<file path="config.mk">
export PLATFORM = sky130hd
export DESIGN_NAME = hzd_stall_unit
export DESIGN_NICKNAME = d
export VERILOG_FILES = /design/src/rtl/hzd_pkg.sv /design/src/rtl/hzd_operand_cmp.sv /design/src/rtl/hzd_bubble_mux.sv /design/src/rtl/hzd_ex_reg.sv /design/src/rtl/hzd_stall_unit.sv
export SDC_FILE = /design/constraint.sdc
export NUM_CORES = 1
export LEC_CHECK = 0
export BUFFER_PORTS_ARGS = -buffer_cell sky130_fd_sc_hd__buf_2
export CAP_MARGIN = 5
export CORE_UTILIZATION = 38
export DETAILED_ROUTE_END_ITERATION = 8
export PLACE_DENSITY = 0.76
export SYNTH_ARGS = -nofsm -noshare
export SYNTH_HDL_FRONTEND = slang
export SYNTH_SLANG_ARGS = --single-unit
</file>
<file path="constraint.sdc">
create_clock -name clk -period 2.2 [get_ports clk]
set_clock_uncertainty 0.15 [all_clocks]
set_input_delay 0.11 -clock clk [delete_from_list [all_inputs] [get_ports clk]]
set_output_delay 0.11 -clock clk [all_outputs]
set_load 0.02 [all_outputs]
</file>
<file path="src/rtl/hzd_pkg.sv">
package hzd_pkg;
    parameter int REG_AW  = 5;
    parameter int FS_W    = 4;
    parameter int BS_W    = 2;
    parameter int NUM_OPS = 2;

    typedef struct packed {
        logic [REG_AW-1:0] da;
        logic              rw;
        logic              mw;
        logic              md;
        logic [BS_W-1:0]   bs;
        logic              ps;
        logic [FS_W-1:0]   fs;
    } ctrl_t;

    localparam ctrl_t CTRL_IDLE = '0;
endpackage

</file>
<file path="src/rtl/hzd_operand_cmp.sv">
module hzd_operand_cmp #(
    parameter int AW = 5
) (
    input  logic [AW-1:0] rd_addr,
    input  logic          from_rf,
    input  logic [AW-1:0] ex_da,
    input  logic          ex_rw,
    output logic          hit
);
    logic dest_live;

    always_comb begin
        dest_live = ex_rw && (ex_da != '0);
        hit       = from_rf && dest_live && (ex_da == rd_addr);
    end
endmodule

</file>
<file path="src/rtl/hzd_bubble_mux.sv">
module hzd_bubble_mux
    import hzd_pkg::*;
(
    input  ctrl_t dof_word,
    input  logic  squash,
    output ctrl_t next_word
);
    always_comb begin
        next_word = dof_word;
        if (squash) begin
            next_word.da = '0;
            next_word.rw = 1'b0;
            next_word.mw = 1'b0;
            next_word.bs = '0;
        end
    end
endmodule

</file>
<file path="src/rtl/hzd_ex_reg.sv">
module hzd_ex_reg
    import hzd_pkg::*;
(
    input  logic  clk,
    input  logic  rst_n,
    input  ctrl_t d_word,
    input  logic  squash,
    input  ctrl_t raw_word,
    output ctrl_t q_word
);
    always_ff @(posedge clk or negedge rst_n) begin
        if (!rst_n) q_word <= CTRL_IDLE;
        else        q_word <= d_word;
    end


    bubble_clears_chk: assert property (@(posedge clk) disable iff (!rst_n)
        squash |=> (q_word.da == '0) && !q_word.rw && !q_word.mw && (q_word.bs == '0)
                   && (q_word.fs == $past(raw_word.fs)) && (q_word.md == $past(raw_word.md)));


    pass_through_chk: assert property (@(posedge clk) disable iff (!rst_n)
        !squash |=> (q_word == $past(raw_word)));
endmodule

</file>
<file path="src/rtl/hzd_stall_unit.sv">
module hzd_stall_unit
    import hzd_pkg::*;
(
    input  logic              clk,
    input  logic              rst_n,
    input  logic [REG_AW-1:0] dof_aa,
    input  logic [REG_AW-1:0] dof_ba,
    input  logic              dof_sel_pc_a,
    input  logic              dof_sel_const_b,
    input  logic [REG_AW-1:0] dof_da,
    input  logic              dof_rw,
    input  logic              dof_mw,
    input  logic              dof_md,
    input  logic [BS_W-1:0]   dof_bs,
    input  logic              dof_ps,
    input  logic [FS_W-1:0]   dof_fs,
    output logic              haz_a,
    output logic              haz_b,
    output logic              stall,
    output logic              pc_hold,
    output logic              ir_hold,
    output logic [REG_AW-1:0] ex_da,
    output logic              ex_rw,
    output logic              ex_mw,
    output logic              ex_md,
    output logic [BS_W-1:0]   ex_bs,
    output logic              ex_ps,
    output logic [FS_W-1:0]   ex_fs
);
    ctrl_t dof_word;
    ctrl_t squashed_word;
    ctrl_t ex_word;

    logic [REG_AW-1:0] op_addr [NUM_OPS];
    logic              op_rf   [NUM_OPS];
    logic [NUM_OPS-1:0] op_hit;

    always_comb begin
        dof_word.da = dof_da;
        dof_word.rw = dof_rw;
        dof_word.mw = dof_mw;
        dof_word.md = dof_md;
        dof_word.bs = dof_bs;
        dof_word.ps = dof_ps;
        dof_word.fs = dof_fs;
        op_addr[0]  = dof_aa;
        op_addr[1]  = dof_ba;
        op_rf[0]    = !dof_sel_pc_a;
        op_rf[1]    = !dof_sel_const_b;
    end

    for (genvar gi = 0; gi < NUM_OPS; gi++) begin : g_op
        hzd_operand_cmp #(.AW(REG_AW)) u_cmp (
            .rd_addr (op_addr[gi]),
            .from_rf (op_rf[gi]),
            .ex_da   (ex_word.da),
            .ex_rw   (ex_word.rw),
            .hit     (op_hit[gi])
        );
    end

    always_comb begin
        haz_a   = op_hit[0];
        haz_b   = op_hit[1];
        stall   = |op_hit;
        pc_hold = stall;
        ir_hold = stall;
    end

    hzd_bubble_mux u_bubble (
        .dof_word  (dof_word),
        .squash    (stall),
        .next_word (squashed_word)
    );

    hzd_ex_reg u_ex (
        .clk      (clk),
        .rst_n    (rst_n),
        .d_word   (squashed_word),
        .squash   (stall),
        .raw_word (dof_word),
        .q_word   (ex_word)
    );

    always_comb begin
        ex_da = ex_word.da;
        ex_rw = ex_word.rw;
        ex_mw = ex_word.mw;
        ex_md = ex_word.md;
        ex_bs = ex_word.bs;
        ex_ps = ex_word.ps;
        ex_fs = ex_word.fs;
    end


    single_bubble_chk: assert property (@(posedge clk) disable iff (!rst_n)
        stall |=> !stall);


    zero_dest_quiet_chk: assert property (@(posedge clk) disable iff (!rst_n)
        (haz_a || haz_b) |-> (ex_da != '0) && ex_rw);


    haz_a_source_chk: assert property (@(posedge clk) disable iff (!rst_n)
        haz_a |-> !dof_sel_pc_a && (dof_aa == ex_da));


    haz_b_source_chk: assert property (@(posedge clk) disable iff (!rst_n)
        haz_b |-> !dof_sel_const_b && (dof_ba == ex_da));
endmodule

</file>
* Word-level counts from Yosys, hierarchy flattened *
Cells that the tools add are included.

storage, ports and cells
  logic and storage cells = 20
  flip-flop bits (word level) = 15

cells by class
  reductions and logical operators = 9
  muxes and demuxes = 2
  eq/ne operators = 2

operator list
  kind               count
  $eq 5x5->1         2
  $mux 7             1
  $logic_and 1x1->1  5
  $reduce_bool 5->1  1
  $logic_not 1->1    2
  $mux 2             1
  $reduce_or 2->1    1

* Depth between registers and ports, before layout *
  depth in word-level cells = 6
  depth in mapped cells = 5
  mapped depth without buffers = 4

* By module *
Synthesis repeated with hierarchy kept, for this count alone.

unflattened totals
  cell total of the unflattened synthesis = 55
  area, all modules = 658.1 µm²

modules (own cells, without submodules)
  module           cells each  area each (µm²)  instances
  hzd_ex_reg       15          375.4            1
  hzd_operand_cmp  10          76.3             2
  hzd_bubble_mux   15          101.3            1
  hzd_stall_unit   5           28.8             1

* Least setup slack after synthesis *
OpenSTA, ideal clock, no wires.

  path kind = register to output
  from = register u_ex.q_word[11] (netlist bit)
  to = output port pc_hold
  slack = 0.190 ns
  data required time = 1.940 ns
  arrival = 1.750 ns
  buffers on the path = 1
  stages on the path, launching flop included = 6
  cell sequence = dfrtp_1 > or4_1 > o21ai_2 > nor4_1 > or2_1 > buf_4

between the ends
  word-level cells in the longest chain between the ends = 5
  elaborated cells on any way between the ends = 9
  those cells by class = 2 x eq/ne; 7 x reduce/logical

RTL lines
  what                            RTL line               source
  from (decl)                     hzd_ex_reg.sv:9        output ctrl_t q_word
  from (signal assigned)          hzd_ex_reg.sv:13       else q_word <= d_word;
  $reduce_bool 5->1               hzd_operand_cmp.sv:13  dest_live = ex_rw && (ex_da != '0);
  $logic_and 1x1->1               hzd_operand_cmp.sv:13
  $logic_and 1x1->1 (2 in a row)  hzd_operand_cmp.sv:14  hit = from_rf && dest_live && (ex_da == rd_addr);
  $reduce_or 2->1 *               hzd_stall_unit.sv:65   stall = |op_hit;
  to (decl)                       hzd_stall_unit.sv:20   output logic pc_hold,

Mark *: on every way between the ends. The rest lies on a longest branch, timed or not.

* Worst setup path in the final report *
  from = register u_ex.q_word[12] (netlist bit)
  to = output port pc_hold

Same word-level chain as after synthesis.

==> flow_metrics.py <==
metrics = {
    "pwr": {
        "swShare_pct": 25.7,
        "clock_power_share_pct": 25.1,
        "power_leakage_nw": 0.634,
        "p_switching_mw": 0.152,
        "power_mw": 0.592,
        "intPower_mw": 0.440,
        "combinationalPowerShare_pct": 23.9,
        "powerDensity_nw_per_um2": 484,
        "p_seq_share_pct": 51.0,
        "ir_drop_mv": 0.417,
    },
    "floorplanning": {
        "io_pins": 49,
        "fp.dieH_microns": 43.7,
        "core_area_sq_um": 1560,
        "die-area_sq_um": 1910,
        "placementRows": 14,
        "die_w_microns": 43.7,
        "initial_core_util_pct": 42.4,
    },
    "clock_tree": {
        "clk_latency_ps": 270,
        "clock_path_buffers": 2,
        "clkSinkCount": 15,
        "numCtsBuffers": 3,
        "htreeDepth": 1,
        "cts.clk_slew.worst_paths_ps": 80,
        "cts_tree": "yes",
        "cts_root_buf": "clkbuf_4",
    },
    "timing": {
        "fmax_mhz": 464,
        "rsz0062_at_grt": "yes",
        "drv_slew": 0,
        "whs_ps": 144,
        "worstMarginPinSlew_ps": 318,
        "fin_setup_tns_ps": 0,
        "hold_violations": 0,
        "slew_headroom_pct": 78.8,
        "fin_crit_ps": 2160,
        "period_share_pct": 98.0,
        "setup_viol": 0,
    },
    "synthesis": {
        "netlist.top_cell.by_area": "dfrtp_1",
        "synth_cell_types": 11,
        "synth.area.top_cells": "dfrtp_1 57%, nor3b_2 17%, xnor2_1 11%",
        "syn_area_per_cell_sq_um": 14.7,
        "synth_top_area_share_pct": 56.8,
        "synth.cell_area_sq_um": 661,
        "syn_inst": 45,
        "ys_warn_count": 0,
        "ys_seq_elements": 15,
        "syn_nets": 74,
        "seq_area_frac_synth_pct": 56.8,
    },
    "setup_path": {
        "critPathCaptureType": "output port",
        "r2r_end": "u_ex.q_word[9]",
        "r2r_slack_ps": 260,
        "cp.arrival_ps": 1900,
        "start_kind": "flop",
        "ff2ff_path_depth": 6,
        "crit_type": "reg -> out",
        "critical_path.cell_chain": "or4_4 > o21ai_4 > nor4_2 > or2_1 > buf_2",
        "critPathMaxStageDelay_ps": 530,
        "cp_slowest_cell": "or4_4",
        "path_max_fanout": 4,
        "rr_startpoint": "u_ex.q_word[12]",
        "cp.required_ps": 1940,
    },
    "global_routing": {
        "grt_max_degree": 16,
        "antenna_found_initial": 0,
        "grt_usage_pct": 20.0,
        "grt_pass1_vias": 627,
        "grt_pass1_wl_microns": 2750,
        "globalRouteOverflowTotal": 0,
    },
    "final_layout": {
        "top_register": "u_ex.q_word",
        "fill_cells": 101,
        "largest_reg_flops": 15,
        "drive_gt1_share_pct": 65.1,
        "diodes": 0,
        "syn2layout_area_growth_pct": 85.0,
        "final_nets": 156,
        "multi_input_area_sq_um": 272,
        "largest_registers": "u_ex.q_word (15)",
        "seqCellArea_sq_um": 377,
    },
    "detailed_routing": {
        "first_pass_iters": 6,
        "route.antenna.remaining_nets": 0,
        "post-route-drc-count": 4,
        "via_per_inst": 4.61,
        "drt_iter0_markers": 5,
        "routed_wl_microns": 1790,
        "wl_per_cell_microns": 12.6,
        "via_count": 654,
    },
    "placed_design": {
        "detailed_place_hpwl_microns": 1100,
        "routabilityCongestion": 0.645,
        "io_buffers": 48,
    },
    "status": {
        "status": "finished with violations",
        "violations": "DRC",
    },
    "run": {
        "drv_cap": 0,
    },
    "worst_hold_path": {
        "hold_path_class": "in -> async",
    },
}
-- worst max-delay path: cells and delay by family (launching register included) --
kind / cells / cell delay [ps]
simple gates: 3 / 840
buf+inv: 1 / 160
flops: 1 / 430
compound gates: 1 / 180
-- through the flow --
stage               cells  setup WS, ps  instance area [sq um]  utilization (%)
floorplan              45           190                    661                -
global placement      107           363                    911             58.4
detailed placement    107           321                    911             58.4
CTS                   127          7.06                   1100             70.4
global route          142         -28.0                   1220             78.4
finish                142          44.7                   1220             78.4
-- cells in the mapped netlist --
cell	n
buf_4	2
buf_6	2
dfrtp_1	15
nand4_1	2
nor3b_2	9
nor4_1	2
o21ai_2	1
or2_1	1
or4_1	1
xnor2_1	8
xor2_1	2
-- metal layers --
layer  up-vias  track usage, %  share of wire (%)
li1        315               -                  -
met1       311            23.4                 39
met2        28            36.7                 56
met3         0            2.50                5.6
met4         0            7.50                  0
met5         -               0                  0
-- how the worst max path moves through the flow --
| stage | cells past startpoint | slack, ps | startpoint | endpoint |
|---|---|---|---|---|
| final | 5 | 40 | u_ex.q_word[12] | pc_hold |
| after global routing | 5 | -30 | u_ex.q_word[12] | pc_hold |
| after CTS | 5 | 7 | u_ex.q_word[12] | pc_hold |
| after detailed placement | 5 | 320 | u_ex.q_word[12] | pc_hold |
| after global placement | 5 | 360 | u_ex.q_word[11] | ir_hold |
| after floorplan | 5 | 190 | u_ex.q_word[11] | pc_hold |
-- power groups by stage --
stage / Clock, mW / Combinational (mW) / Sequential, mW
after CTS: 0.155 / 0.128 / 0.302
final: 0.148 / 0.141 / 0.302
after detailed placement: 0 / 0.106 / 0.307
after global routing: 0.172 / 0.152 / 0.304
after global placement: 0 / 0.104 / 0.306
after floorplan: 0 / 0.0337 / 0.326
-- placed cells by master (no fill, tap or decap) --
cell type,instances
buf_2,48
nor3b_2,9
xor2_1,2
o21ai_4,1
clkbuf_4,3
clkbuf_1,1
buf_4,17
dfrtp_1,14
nand4_1,2
nor4_2,2
or2_1,1
dlygate4sd3_1,16
or4_4,1
dfrtp_2,1
xnor2_1,8
-- layout make-up --
cell class,instances,area share [%]
clock buffers,4,2.15
well taps,16,1.64
flip-flops and latches,15,30.8
repair buffers,81,43.2
multi-input cells,26,22.2
-- logic make-up after synthesis --
family | count (synthesis) | share of synthesized area, %
AO/OA/AOI/OAI | 1 | 1.33
buffers and inverters | 4 | 5.68
XOR/XNOR | 10 | 13.3
flip-flops | 15 | 56.8
AND/OR/NAND/NOR | 15 | 22.9
-- repair_timing --
action | 4_1_cts | 5_1_grt
buffers inserted | 0 | 15
gates resized for setup | 0 | 3
hold buffers | 16 | 0
hold endpoints to repair | 30 | 0
setup endpoints to repair | 0 | 5
No activity file was read; power rests on OpenSTA's default activity.
